--- src/rtl/prng_pkg.sv ---
package prng_pkg;
    localparam int unsigned PRNG_HALF_W = 16;
    localparam int unsigned PRNG_SHL_A  = 14;
    localparam int unsigned PRNG_SHF_B  = 2;
    localparam int unsigned PRNG_ROT_C  = 7;
    localparam int unsigned PRNG_STEPS  = 2;
endpackage

--- src/rtl/prng_mix.sv ---
// One state update of the generator: xor, rotate and shift on two halves.
module prng_mix #(
    parameter int unsigned HALF_W = 16,
    parameter int unsigned SHL_A  = 14,
    parameter int unsigned SHF_B  = 2,
    parameter int unsigned ROT_C  = 7
) (
    input  logic [HALF_W-1:0] lo_i,
    input  logic [HALF_W-1:0] hi_i,
    output logic [HALF_W-1:0] lo_o,
    output logic [HALF_W-1:0] hi_o
);
    logic [HALF_W-1:0] cross_w;
    logic [HALF_W-1:0] lo_rot_w;
    logic [HALF_W-1:0] cross_rot_w;

    always_comb begin
        cross_w     = lo_i ^ hi_i;
        lo_rot_w    = (lo_i << SHL_A) | (lo_i >> (HALF_W - SHL_A));
        cross_rot_w = (cross_w << ROT_C) | (cross_w >> (HALF_W - ROT_C));
        lo_o        = lo_rot_w ^ cross_w ^ (cross_w << SHF_B);
        hi_o        = cross_rot_w;
    end
endmodule

--- src/rtl/prng_out_word.sv ---
// Output word of one iteration: sum of halves, low bit swapped for parity.
module prng_out_word #(
    parameter int unsigned HALF_W = 16
) (
    input  logic [HALF_W-1:0] lo_i,
    input  logic [HALF_W-1:0] hi_i,
    output logic [HALF_W-1:0] word_o
);
    logic [HALF_W-1:0] sum_w;

    always_comb begin
        sum_w  = lo_i + hi_i;
        word_o = {sum_w[HALF_W-1:1], ^sum_w};
    end
endmodule

--- src/rtl/prng_chain.sv ---
// Unrolled chain of STEPS iterations; word k lands in the k-th slice from the top.
module prng_chain #(
    parameter int unsigned HALF_W = 16,
    parameter int unsigned SHL_A  = 14,
    parameter int unsigned SHF_B  = 2,
    parameter int unsigned ROT_C  = 7,
    parameter int unsigned STEPS  = 2,
    localparam int unsigned STATE_W = 2 * HALF_W,
    localparam int unsigned RES_W   = STEPS * HALF_W
) (
    input  logic [STATE_W-1:0] seed_i,
    output logic [STATE_W-1:0] state_o,
    output logic [RES_W-1:0]   result_o
);
    logic [HALF_W-1:0] lo_w [STEPS+1];
    logic [HALF_W-1:0] hi_w [STEPS+1];

    assign lo_w[0] = seed_i[HALF_W-1:0];
    assign hi_w[0] = seed_i[STATE_W-1:HALF_W];

    for (genvar k = 0; k < STEPS; k++) begin : g_step
        prng_out_word #(.HALF_W(HALF_W)) u_word (
            .lo_i   (lo_w[k]),
            .hi_i   (hi_w[k]),
            .word_o (result_o[RES_W-1-k*HALF_W -: HALF_W])
        );
        prng_mix #(
            .HALF_W (HALF_W),
            .SHL_A  (SHL_A),
            .SHF_B  (SHF_B),
            .ROT_C  (ROT_C)
        ) u_mix (
            .lo_i (lo_w[k]),
            .hi_i (hi_w[k]),
            .lo_o (lo_w[k+1]),
            .hi_o (hi_w[k+1])
        );
    end

    assign state_o = {hi_w[STEPS], lo_w[STEPS]};
endmodule

--- src/rtl/prng_pair_step.sv ---
module prng_pair_step
    import prng_pkg::*;
#(
    parameter int unsigned HALF_W = PRNG_HALF_W,
    parameter int unsigned SHL_A  = PRNG_SHL_A,
    parameter int unsigned SHF_B  = PRNG_SHF_B,
    parameter int unsigned ROT_C  = PRNG_ROT_C,
    parameter int unsigned STEPS  = PRNG_STEPS,
    localparam int unsigned STATE_W = 2 * HALF_W,
    localparam int unsigned RES_W   = STEPS * HALF_W
) (
    input  logic               clk,
    input  logic               rst_n,
    input  logic               start_i,
    input  logic [STATE_W-1:0] seed_i,
    output logic [STATE_W-1:0] next_state_o,
    output logic [RES_W-1:0]   result_o,
    output logic               zero_seed_o,
    output logic               done_o
);
    typedef struct packed {
        logic [STATE_W-1:0] state;
        logic [RES_W-1:0]   result;
        logic               zflag;
        logic               done;
    } out_reg_t;

    out_reg_t           regs_d, regs_q;
    logic [STATE_W-1:0] chain_state_w;
    logic [RES_W-1:0]   chain_result_w;
    logic               seed_zero_w;

    prng_chain #(
        .HALF_W (HALF_W),
        .SHL_A  (SHL_A),
        .SHF_B  (SHF_B),
        .ROT_C  (ROT_C),
        .STEPS  (STEPS)
    ) u_chain (
        .seed_i   (seed_i),
        .state_o  (chain_state_w),
        .result_o (chain_result_w)
    );

    assign seed_zero_w = (seed_i == '0);

    always_comb begin
        regs_d      = regs_q;
        regs_d.done = start_i;
        if (start_i) begin
            regs_d.zflag = seed_zero_w;
            if (seed_zero_w) begin
                regs_d.state  = '0;
                regs_d.result = '0;
            end else begin
                regs_d.state  = chain_state_w;
                regs_d.result = chain_result_w;
            end
        end
    end

    always_ff @(posedge clk) begin
        if (!rst_n) regs_q <= '0;
        else        regs_q <= regs_d;
    end

    assign next_state_o = regs_q.state;
    assign result_o     = regs_q.result;
    assign zero_seed_o  = regs_q.zflag;
    assign done_o       = regs_q.done;

    p_done_after_start_r5: assert property (@(posedge clk) disable iff (!rst_n)
        start_i |=> done_o);
    p_no_spurious_done_r5: assert property (@(posedge clk) disable iff (!rst_n)
        !start_i |=> !done_o);
    p_zero_seed_flag_r6: assert property (@(posedge clk) disable iff (!rst_n)
        (start_i && seed_i == '0) |=> (zero_seed_o && result_o == '0 && next_state_o == '0));
    p_never_zero_r7: assert property (@(posedge clk) disable iff (!rst_n)
        (start_i && seed_i != '0) |=> (!zero_seed_o && next_state_o != '0));
    p_hold_outputs_r8: assert property (@(posedge clk) disable iff (!rst_n)
        !start_i |=> ($stable(result_o) && $stable(next_state_o) && $stable(zero_seed_o)));
endmodule

--- config.mk ---
export PLATFORM = sky130hd
export DESIGN_NAME = prng_pair_step
export DESIGN_NICKNAME = d
export VERILOG_FILES = /design/src/rtl/prng_pkg.sv /design/src/rtl/prng_mix.sv /design/src/rtl/prng_out_word.sv /design/src/rtl/prng_chain.sv /design/src/rtl/prng_pair_step.sv
export SDC_FILE = /design/constraint.sdc
export NUM_CORES = 1
export LEC_CHECK = 0
export CAP_MARGIN = 20
export CORE_MARGIN = 5
export CORE_UTILIZATION = 50
export CTS_CLUSTER_DIAMETER = 100
export DETAILED_ROUTE_END_ITERATION = 7
export DONT_BUFFER_PORTS = 1
export PLACE_DENSITY = 0.67
export SKIP_CTS_REPAIR_TIMING = 1
export SLEW_MARGIN = 20
export SYNTH_ARGS = -nofsm -noshare
export SYNTH_HDL_FRONTEND = slang
export SYNTH_HIERARCHICAL = 1
export SYNTH_SLANG_ARGS = --single-unit
--- constraint.sdc ---
create_clock -name clk -period 10.1 [get_ports clk]
set_input_delay 1.01 -clock clk [delete_from_list [all_inputs] [get_ports clk]]
set_output_delay 1.01 -clock clk [all_outputs]
set_load 0.1 [all_outputs]
# Word level (Yosys, flattened, before mapping)

Index checks and enable logic that the tools add are counted.

Multiplexer cells: 1
Bitwise gates (word level): 10
Reductions and logical operators: 3
Add/subtract/negate cells: 2

Operators with widths:

| kind                         | count |
|---|---|
| bitwise XOR 16 bit           | 6 |
| 2-to-1 mux 64 bit            | 1 |
| adder 16 bit                 | 2 |
| logical NOT 32 bit           | 1 |
| bitwise OR 16 x 14 -> 16 bit | 2 |
| bitwise OR 16 x 7 -> 16 bit  | 2 |
| parity 16 bit                | 2 |

Bits in registers: 66
Output and inout bits: 66
Word-level logic and storage cells: 20

# Logic depth before layout (Yosys ltp)

Gate-level depths: netlist of run 1.

Word-level depth: 7
Depth in mapped cells: 16
Gate-level depth less buffers: 16

# By module

Netlist of run 1, hierarchy kept.

By module, submodules not included:

| module                                   | cells an instance | times used | area an instance (um^2) |
|---|---|---|---|
| prng_pair_step                           | 225               | 1          | 2436.1 |
| prng_mix                                 | 41                | 2          | 565.5 |
| prng_out_word (u_chain.g_step[1].u_word) | 117               | 1          | 940.9 |
| prng_out_word (u_chain.g_step[0].u_word) | 108               | 1          | 902.1 |

# Least setup slack after synthesis of run 1

No wires, ideal clock.

Path kind: input to register
Start: in seed_i[16]
End: reg regs_q[2] (netlist: result_o[0])
Stages on the path: 16
Buffers on the path: 0
Data arrival time: 4358 ps
Library setup time: 118 ps
Slack: 5624 ps
Path through: xor2_2 xor2_1 ha_1 inv_1 fa_1 nor2b_1 o31a_2 o21ai_4 xnor2_1 xor3_1 xnor3_1 xnor3_1 xnor3_1 xnor2_1 mux2i_1 nor2_1

RTL lines:

| what                 | line                 | source |
|---|---|---|
| from (decl)          | prng_pair_step.sv:15 | `input logic [STATE_W-1:0] seed_i,` |
| to (signal assigned) | prng_pair_step.sv:64 | `else regs_q <= regs_d;` |
| to (decl)            | prng_pair_step.sv:28 | `out_reg_t regs_d, regs_q;` |

==> reports/metrics.yaml, run 1 <==
nNetsFinal: 595
clk_latency_ps: 370
yosys-top-cells-count: "nor2_1 (78), dfxtp_1 (66), mux2i_1 (64)"
die-area_um2: 13000
crit_slowest_cell: "xor2_1"
syn-num-nets: 599
cts.clk_slew.worst_paths_ps: 80
synthCells: 532
synthFlopType: "dfxtp_1"
combPwrFrac_pct: 47.6
yosysWarnings: 6
hp-class: "in2reg"
post-route-util_pct: 52.8
switching_share_pct: 50.7
io_pins: 101
worst_pin_slew_ps: 995
maxSlewViolCount: 0
core-area_um2: 10700
relSlewSlack_pct: 33.6
setup_viol: 0
min_period_ps: 4600
end_kind: "register"
cap_viol_max_count: 0
dr_total_vias: 3782
path_cells: "xor2_2, xor2_1, ha_1, inv_1, fa_1, nor2b_1, o31a_2, o21ai_4, xnor2_1, xor3_1, xnor3_1, xnor3_1, xnor3_1, xnor2_1, mux2i_1, nor2_1"
p_switching_uw: 982
wl_um: 13400
internal_power_uw: 953
cts_max_level: 3
syn_area_um2: 5410
fillers: 991
worstPathBufferInverterCount: 1
antenna_found_initial: 0
status: "finished, final reports clean"
multi_input_area_um2: 3860
grt_pass1_vias: 3859
drcViolationCount: 0
yosysSeqAreaShare_pct: 24.4
yosysMostFrequentCell: "nor2_1"
worstPathArrival_ps: 4840
postSynth.asyncResetShare_pct: 0
overflow: 0
period_share_pct: 45.6
cts-buffers-inserted: 9
critPathLaunchType: "input pin"
routedWlPerCell_um: 19.9
tns_ps: 0
gr-usage-all-layers_pct: 21.1
ant_nets: 0
p_leak_uw: 0.00269
rsz0062_at_grt: "false"
timing.critical_path.mode_cell: "xnor3_1"
seqPwrFrac_pct: 40.7
area_growth_pct: 4.95
crit_path_max_fanout: 5
start_util_pct: 50.3
gp_congestion: 0.922
yosysTopAreaCell: "dfxtp_1"
syn_avg_cell_area_um2: 10.2
powerDensity_nw_per_um2: 341
hpwl_um: 10400
ys_ff_latch: 66
row_count: 38
seq_area_um2: 1320
io_buffers: 0
synth_edf_count: 0
die_h_um: 114
cp.required_ps: 10330
clock_path_buffers: 2
clock-root-buffer: "clkbuf_8"
grt_pass1_wl_um: 21000
dr.pass1.iters: 4
vias_per_cell: 5.63
grt_max_degree: 68
synth_area_leaders: "dfxtp_1 (24%), xnor3_1 (14%), mux2i_1 (12%)"
fmax_mhz: 217
cts_tree: "done"
first_iter_violations: 186
die_w_um: 114
final-hold-violation-count: 0
crit_type: "in2reg"
crit_path_max_incr_delay_ps: 440
power.share.clock_pct: 11.7
cts_sinks: 66
diodes: 0
skew_ps: 0
drive_above_1_share_pct: 8.65
path_delay_family: "XOR/XNOR gates"
yosysTopAreaCellShare_pct: 24.4
ir_worst_vdd_mv: 0.269
synthDistinctLibCells: 65
-- cell type report --
type | instances | share of cell area, %
clock buffers | 10 | 2.42
clock inverters | 5 | 0.970
inverters | 32 | 2.12
multi-input cells | 418 | 68.0
flip-flops and latches | 66 | 23.3
well taps | 140 | 3.09
repair buffers | 1 | 0.132
-- flip-flops by register name, summed over array words and instances, names as in the netlist --
signal,flops
result_o,32
next_state_o,32
done_o,1
zero_seed_o,1
-- cell families (layout without fill, tap and decap cells) --
| group | Yosys count | after routing | synth area share (%) |
|---|---|---|---|
| and+or+nand+nor | 135 | 135 | 11.7 |
| AOI/OAI and AO/OA | 74 | 74 | 10.7 |
| muxes | 64 | 64 | 11.8 |
| adders and majority gates | 32 | 32 | 7.68 |
| DFF | 66 | 66 | 24.4 |
| xor gates and xnor gates | 113 | 113 | 29.4 |
| buffers and inverters | 48 | 48 | 4.21 |
-- cells in the final DEF, fill, tap and decap left out, types with 3 or more instances in the layout --
cell and n:
a21o_1 4, a21oi_1 15, a31oi_1 3, clkbuf_8 10, dfxtp_1 66, ha_1 30, inv_1 32, mux2i_1 64
nand2_1 10, nand3_1 9, nand4_1 3, nor2_1 78, nor2b_1 4, nor3_1 6, nor4_1 8, o211ai_1 3
o21a_1 6, o21ai_0 10, o21bai_1 3, o31ai_1 4, xnor2_1 38, xnor2_2 4, xnor3_1 34, xor2_1 25
xor2_2 10
-- path summary, 6_finish.rpt --
path         slack [ps]        startpoint  depth (start not counted)                to
min reg2reg        1010      result_o[31]                          2      result_o[31]
min                 750             rst_n                          1       zero_seed_o
max                5500        seed_i[16]                         16       result_o[0]
max reg2reg        8700  next_state_o[28]                          2  next_state_o[28]
-- per-stage QoR --
stage                     setup WS [ps]  instance area (µm²)  hold slack [ps]  power (µW)  instances
after detailed placement           5190                 5490              998        1710        657
after CTS                          5550                 5680              730        1950        672
after global placement             5250                 5490              989        1700        657
after global routing               5270                 5680              729        2060        672
after floorplan                    5620                 5410              973        1570        532
final                              5500                 5680              748        1940        672
-- power groups by stage --
stage | registers (µW) | logic (µW) | clock network (µW)
3_3_place_gp | 793 | 910 | 0
6_report | 787 | 921 | 227
4_1_cts | 790 | 927 | 233
2_1_floorplan | 778 | 789 | 0
5_1_grt | 795 | 1020 | 245
3_5_place_dp | 795 | 916 | 0
-- metal layers --
layer  GRT usage (%)  up-vias  routed length, µm
li1                -     1840                  -
met2            33.4      110               6050
met1            26.9     1816               5950
met3            7.27       16               1140
met4            7.21        0                252
met5               0        -                  0
Note: power is estimated with default switching activity, not from simulation.
==> inputs of run 2 (changes only) <==
--- a/config.mk
+++ b/config.mk
@@ -11,7 +11,7 @@
 export CTS_CLUSTER_DIAMETER = 100
 export DETAILED_ROUTE_END_ITERATION = 7
 export DONT_BUFFER_PORTS = 1
-export PLACE_DENSITY = 0.67
+export PLACE_DENSITY = 0.7
 export SKIP_CTS_REPAIR_TIMING = 1
 export SLEW_MARGIN = 20
 export SYNTH_ARGS = -nofsm -noshare
==> constraint.sdc (replaced) <==
create_clock -name clk -period 3.7 [get_ports clk]
set_input_delay 0.37 -clock clk [delete_from_list [all_inputs] [get_ports clk]]
set_output_delay 0.37 -clock clk [all_outputs]
set_load 0.1 [all_outputs]
==> run 2 against run 1 <==
  * Clock skew did not move
  * Final area rose by 8.2%
  * Die area did not move
  * Critical path depth fell by 2
  * Clock-buffer cell count shrank 1
  * Utilization up 4.3 points
  * Combinational power rose to 3.0 times the previous value
  * Sequential cell count stayed put
  * Sequential power rose to 2.7 times the previous value
  * Register-to-register slack worse by 6400 ps
  * Clock power grew to 2.7 times the previous value
  * Critical endpoint unchanged
  * Largest cell class unchanged
==> reports/metrics.yaml, run 2 (same netlist as run 1, synthesis figures left out) <==
dr.pass1.iters: 4  # unchanged
gp_congestion: 0.898  # was 0.922
clk_latency_ps: 360  # was 370 ps
critPathLaunchType: "input pin"  # unchanged
crit_slowest_cell: "or4_4"  # was xor2_1
worst_pin_slew_ps: 1010  # was 995 ps
final-hold-violation-count: 0  # unchanged
clock-root-buffer: "clkbuf_8"  # unchanged
r2r-start: "next_state_o[28]"  # unchanged
wl_um: 13400  # about the same
cts_tree: "done"  # unchanged
ir_worst_vdd_mv: 0.624  # was 0.269 mV
nNetsFinal: 650  # was 595
min_from: "rst_n"  # unchanged
mostFrequentLayoutCells: "nor2_1 (78), dfxtp_1 (66), mux2i_1 (64), buf_4 (56), xnor2_1 (36)"  # was nor2_1 (78), dfxtp_1 (66), mux2i_1 (64), xnor2_1 (38), xnor3_1 (34)
vias_per_cell: 5.37  # was 5.63
dr_total_vias: 3912  # was 3782
crit_path_max_fanout: 3  # was 5
io_buffers: 0  # unchanged
path_delay_family: "XOR/XNOR gates"  # unchanged
p_leak_uw: 0.00298  # was 0.00269 µW
cts_max_level: 3  # unchanged
diodes: 0  # unchanged
maxSlewViolCount: 0  # unchanged
cts.clk_slew.worst_paths_ps: 80  # about the same
timing.critical_path.mode_cell: "xnor2_1"  # was xnor3_1
overflow: 0  # unchanged
first_iter_violations: 149  # was 186
worstPathBufferInverterCount: 1  # unchanged
io_pins: 101  # unchanged
min_period_ps: 3420
end_kind: "register"  # unchanged
setup_viol: 0  # unchanged
dp_slack_ps: -98.6  # was 5190 ps
final_common_cell: "nor2_1"  # unchanged
power_uw: 5540  # was 1940 µW
routedWlPerCell_um: 18.4  # was 19.9 µm
worst_hold_slack_ps: 127  # was 748 ps
hpwl_um: 10900  # was 10400 µm
fmax_mhz: 292
worst-path-stages: 14  # was 16
reg2reg_depth: 2  # unchanged
rsz0062_at_grt: "false"  # unchanged
drive_above_1_share_pct: 18.2  # was 8.65%
min_to: "zero_seed_o"  # unchanged
ant_nets: 0  # unchanged
hp-class: "in2reg"  # unchanged
period_share_pct: 92.4
antenna_found_initial: 0  # unchanged
status: "finished, final reports clean"  # unchanged
ff2ff_setup_slack_ps: 2270  # was 8700 ps
die-area_um2: 13000  # unchanged
grt_max_degree: 68  # unchanged
dpl.cell_count: 712  # was 657
finalNonFillerCells: 728  # was 672
die_w_um: 114  # unchanged
cts-buffers-inserted: 9  # unchanged
die_h_um: 114  # unchanged
fillers: 975  # was 991
start_util_pct: 50.3  # unchanged
crit_path_max_incr_delay_ps: 550  # was 440 ps
relSlewSlack_pct: 32.6  # was 33.6%
powerDensity_nw_per_um2: 902  # was 341 nW/µm²
worstPathArrival_ps: 3650  # was 4840 ps
row_count: 38  # unchanged
area_growth_pct: 13.6  # was 4.95%
cts_sinks: 66  # unchanged
grt_pass1_wl_um: 21800  # was 21000 µm
crit_type: "in2reg"  # unchanged
core-area_um2: 10700  # unchanged
clock_path_buffers: 2  # unchanged
timing.rr.end: "next_state_o[28]"  # unchanged
cap_viol_max_count: 0  # unchanged
skew_ps: 0  # unchanged
fin_ws_ps: 280  # was 5500 ps
drcViolationCount: 0  # unchanged
hold_depth: 1  # unchanged
cp.required_ps: 3930  # was 10330 ps
grt_pass1_vias: 4091  # was 3859
path_cells: "xnor2_2, xnor3_1, ha_2, or4_4, buf_4, o2111a_1, a211o_1, xnor2_1, xnor2_1, xnor2_1, xnor3_1, xnor2_1, mux2i_1, nor2_1"  # was xor2_2, xor2_1, ha_1, inv_1, fa_1, nor2b_1, o31a_2, o21ai_4, xnor2_1, xor3_1, xnor3_1, xnor3_1, xnor3_1, xnor2_1, mux2i_1, nor2_1
gr-usage-all-layers_pct: 21.6  # was 21.1%
run 2: cell types whose count changed in the layout (fill, tap and decap cells not counted), moves of 2 or more:
cell | previous run | this run
xnor2_1 | 38 | 36
xnor2_2 | 4 | 6
buf_4 | 1 | 56
xor2_1 | 25 | 23
inv_6 | 0 | 2
clkinv_4 | 0 | 2
run 2: worst max path at each step:
stage / start / to / slack [ps]
2_1_floorplan: seed_i[4] / result_o[0] / 20
3_3_place_gp: seed_i[20] / result_o[0] / -70
3_5_place_dp: seed_i[20] / result_o[0] / -100
4_1_cts: seed_i[20] / result_o[0] / 270
5_1_grt: seed_i[20] / result_o[0] / 100
6_report: seed_i[20] / result_o[0] / 280
run 2: cell type report:
| type | instances | area (µm²) | area share (%) |
|---|---|---|---|
| multi-input combinational | 418 | 3910 | 63.6 |
| sequential | 66 | 1320 | 21.5 |
| timing repair buffer | 56 | 420 | 6.84 |
| tap | 140 | 175 | 2.85 |
| clock buffer | 9 | 124 | 2.02 |
| inverter | 32 | 120 | 1.96 |
| clock inverter | 7 | 77.6 | 1.26 |
run 2: per-layer routing:
layer | wire [µm] | up-vias | GRT usage [%] | part of all wire, %
li1 | - | 1957 | - | -
met1 | 6320 | 1847 | 28.8 | 47
met2 | 5880 | 95 | 33.6 | 44
met3 | 959 | 13 | 6.26 | 7.2
met4 | 245 | 0 | 6.89 | 1.8
met5 | 0 | - | 0 | 0
run 2: power by group:
group          total (µW)  switching, µW  leakage (µW)  internal [µW]
Clock                 624            308      0.000100            316
Combinational        2770           1160       0.00233           1610
Sequential           2150           1270      0.000545            874
Total                5540           2740       0.00298           2800
run 2: stage by stage:
stage               utilization, %  cell area [µm²]  setup TNS [ps]
floorplan                        -             5450               0
global placement              55.3             5940           -71.9
detailed placement            55.3             5940           -98.6
CTS                           57.2             6140               0
global route                  57.2             6140               0
finish                        57.2             6140               0
run 2: worst register-to-register path: cells and delay by family (launching register included):
family / cells / cell delay [ps]
muxes: 1 / 170
DFF: 1 / 960
and+or+nand+nor: 1 / 220
==> inputs of run 3 (changes only) <==
--- a/config.mk
+++ b/config.mk
@@ -11,7 +11,7 @@
 export CTS_CLUSTER_DIAMETER = 100
 export DETAILED_ROUTE_END_ITERATION = 7
 export DONT_BUFFER_PORTS = 1
-export PLACE_DENSITY = 0.7
+export PLACE_DENSITY = 0.67
 export SKIP_CTS_REPAIR_TIMING = 1
 export SLEW_MARGIN = 20
 export SYNTH_ARGS = -nofsm -noshare
==> constraint.sdc (replaced) <==
create_clock -name clk -period 4.09 [get_ports clk]
set_input_delay 0.409 -clock clk [delete_from_list [all_inputs] [get_ports clk]]
set_output_delay 0.409 -clock clk [all_outputs]
set_load 0.1 [all_outputs]
==> run 3 against run 2 <==
  * Global-route usage down 0.39 points
  * Clock power down 5.9%
  * Clock skew unchanged
  * Via count down 0.10%
  * Highest routed layer unchanged
  * Total power down 12%
  * Non-clock buffer count down 34
  * Sequential share of layout area up 1.1 points
  * Sequential power down 9.3%
  * Critical path depth up 2
==> reports/metrics.yaml, run 3 (same netlist as run 1, synthesis figures left out) <==
grt.met1_usage_pct: 27.5  # was 28.8%
dr_total_vias: 3908  # was 3912
die_h_um: 114  # unchanged
hold_depth: 1  # unchanged
grt_pass1_vias: 4003  # was 4091
met2_usage_pct: 32.9  # was 33.6%
rsz0062_at_grt: "false"  # unchanged
reg2reg_depth: 2  # unchanged
cts_sinks: 66  # unchanged
worst_pin_slew_ps: 1000  # was 1010 ps
relSlewSlack_pct: 33.0  # was 32.6%
gp_congestion: 0.922  # was 0.898
ir_worst_vdd_mv: 0.525  # was 0.624 mV
final-hold-violation-count: 0  # unchanged
end_kind: "register"  # unchanged
cts_tree: "done"  # unchanged
p_leak_uw: 0.00280  # was 0.00298 µW
nNetsFinal: 616  # was 650
clk_latency_ps: 360  # about the same
ant_nets: 0  # unchanged
path_delay_family: "XOR/XNOR gates"  # unchanged
status: "finished, final reports clean"  # unchanged
die_w_um: 114  # unchanged
die-area_um2: 13000  # unchanged
final_common_cell: "nor2_1"  # unchanged
hpwl_um: 10700  # was 10900 µm
crit_path_max_fanout: 5  # was 3
period_share_pct: 91.2
hp-class: "in2reg"  # unchanged
antenna_found_initial: 0  # unchanged
cts_max_level: 3  # unchanged
wl_um: 13300  # was 13400 µm
mostFrequentLayoutCells: "nor2_1 (78), dfxtp_1 (66), mux2i_1 (64), xnor2_1 (38), xnor3_1 (34)"  # was nor2_1 (78), dfxtp_1 (66), mux2i_1 (64), buf_4 (56), xnor2_1 (36)
crit_type: "in2reg"  # unchanged
fillers: 999  # was 975
cts-buffers-inserted: 9  # unchanged
skew_ps: 0  # unchanged
critPathLaunchType: "input pin"  # unchanged
vias_per_cell: 5.63  # was 5.37
maxSlewViolCount: 0  # unchanged
path_cells: "xor2_2, xor2_1, ha_1, inv_1, fa_1, nor2b_1, o31a_2, o21ai_4, xnor2_1, xor3_1, xnor3_1, xnor3_1, xnor3_1, xnor2_1, mux2i_1, nor2_1"  # was xnor2_2, xnor3_1, ha_2, or4_4, buf_4, o2111a_1, a211o_1, xnor2_1, xnor2_1, xnor2_1, xnor3_1, xnor2_1, mux2i_1, nor2_1
cts.clk_slew.worst_paths_ps: 70  # was 80 ps
fmax_mhz: 268
clock_path_buffers: 2  # unchanged
start_util_pct: 50.3  # unchanged
grt.busiest_layer: "met2"  # unchanged
crit_slowest_cell: "fa_1"  # was or4_4
row_count: 38  # unchanged
cp.required_ps: 4310  # was 3930 ps
io_buffers: 0  # unchanged
dr.pass1.iters: 4  # unchanged
cap_viol_max_count: 0  # unchanged
drive_above_1_share_pct: 12.3  # was 18.2%
clock-root-buffer: "clkbuf_8"  # unchanged
diodes: 0  # unchanged
setup_viol: 0  # unchanged
tns_ps: 0  # unchanged
worst-path-stages: 16  # was 14
grt_max_degree: 68  # unchanged
worstPathBufferInverterCount: 1  # unchanged
crit_path_max_incr_delay_ps: 390  # was 550 ps
grt_pass1_wl_um: 21400  # was 21800 µm
worstPathArrival_ps: 3950  # was 3650 ps
worst_hold_slack_ps: 169  # was 127 ps
io_pins: 101  # unchanged
min_period_ps: 3730
overflow: 0  # unchanged
drcViolationCount: 0  # unchanged
gr-usage-met3_pct: 7.11  # was 6.26%
powerDensity_nw_per_um2: 836  # was 902 nW/µm²
routedWlPerCell_um: 19.2  # was 18.4 µm
gr-usage-all-layers_pct: 21.2  # was 21.6%
area_growth_pct: 8.16  # was 13.6%
core-area_um2: 10700  # unchanged
first_iter_violations: 262  # was 149
timing.critical_path.mode_cell: "xnor3_1"  # was xnor2_1
[run 3: per-stage QoR]
stage | cell area (µm²) | setup WS (ps) | total power [µW] | utilization [%] | instances
3_5_place_dp | 5640 | 48.6 | 4320 | 52.5 | 678
6_report | 5850 | 359 | 4890 | 54.5 | 694
5_1_grt | 5850 | 123 | 5170 | 54.5 | 694
4_1_cts | 5850 | 397 | 4930 | 54.5 | 694
3_3_place_gp | 5640 | 219 | 4270 | 52.5 | 678
2_1_floorplan | 5410 | 215 | 3870 | - | 532
[run 3: power breakdown]
| group | internal [µW] | switching (µW) | leakage (µW) | total, µW |
|---|---|---|---|---|
| registers | 791 | 1150 | 0.000545 | 1950 |
| clock network | 304 | 283 | 0.0000999 | 587 |
| logic | 1310 | 1040 | 0.00216 | 2360 |
[run 3: final cells by class]
type	instances	area [µm²]	area share, %
Multi-Input combinational cell	418	3860	66.0
Sequential cell	66	1320	22.6
Tap cell	140	175	2.99
Timing Repair Buffer	22	165	2.82
Clock buffer	10	138	2.35
Inverter	32	120	2.05
Clock inverter	6	71.3	1.22
[run 3: path summary, 6_finish.rpt]
kind,start,end,slack (ps)
hold reg to reg,next_state_o[2],next_state_o[2],1010
setup / recovery,seed_i[16],result_o[0],360
hold / removal,rst_n,zero_seed_o,170
setup reg to reg,next_state_o[28],next_state_o[28],2640
[run 3: per-layer routing]
metal	wire length [µm]	vias up
li1	-	1892
met1	5900	1863
met2	5910	131
met3	1200	22
met4	283	0
met5	0	-
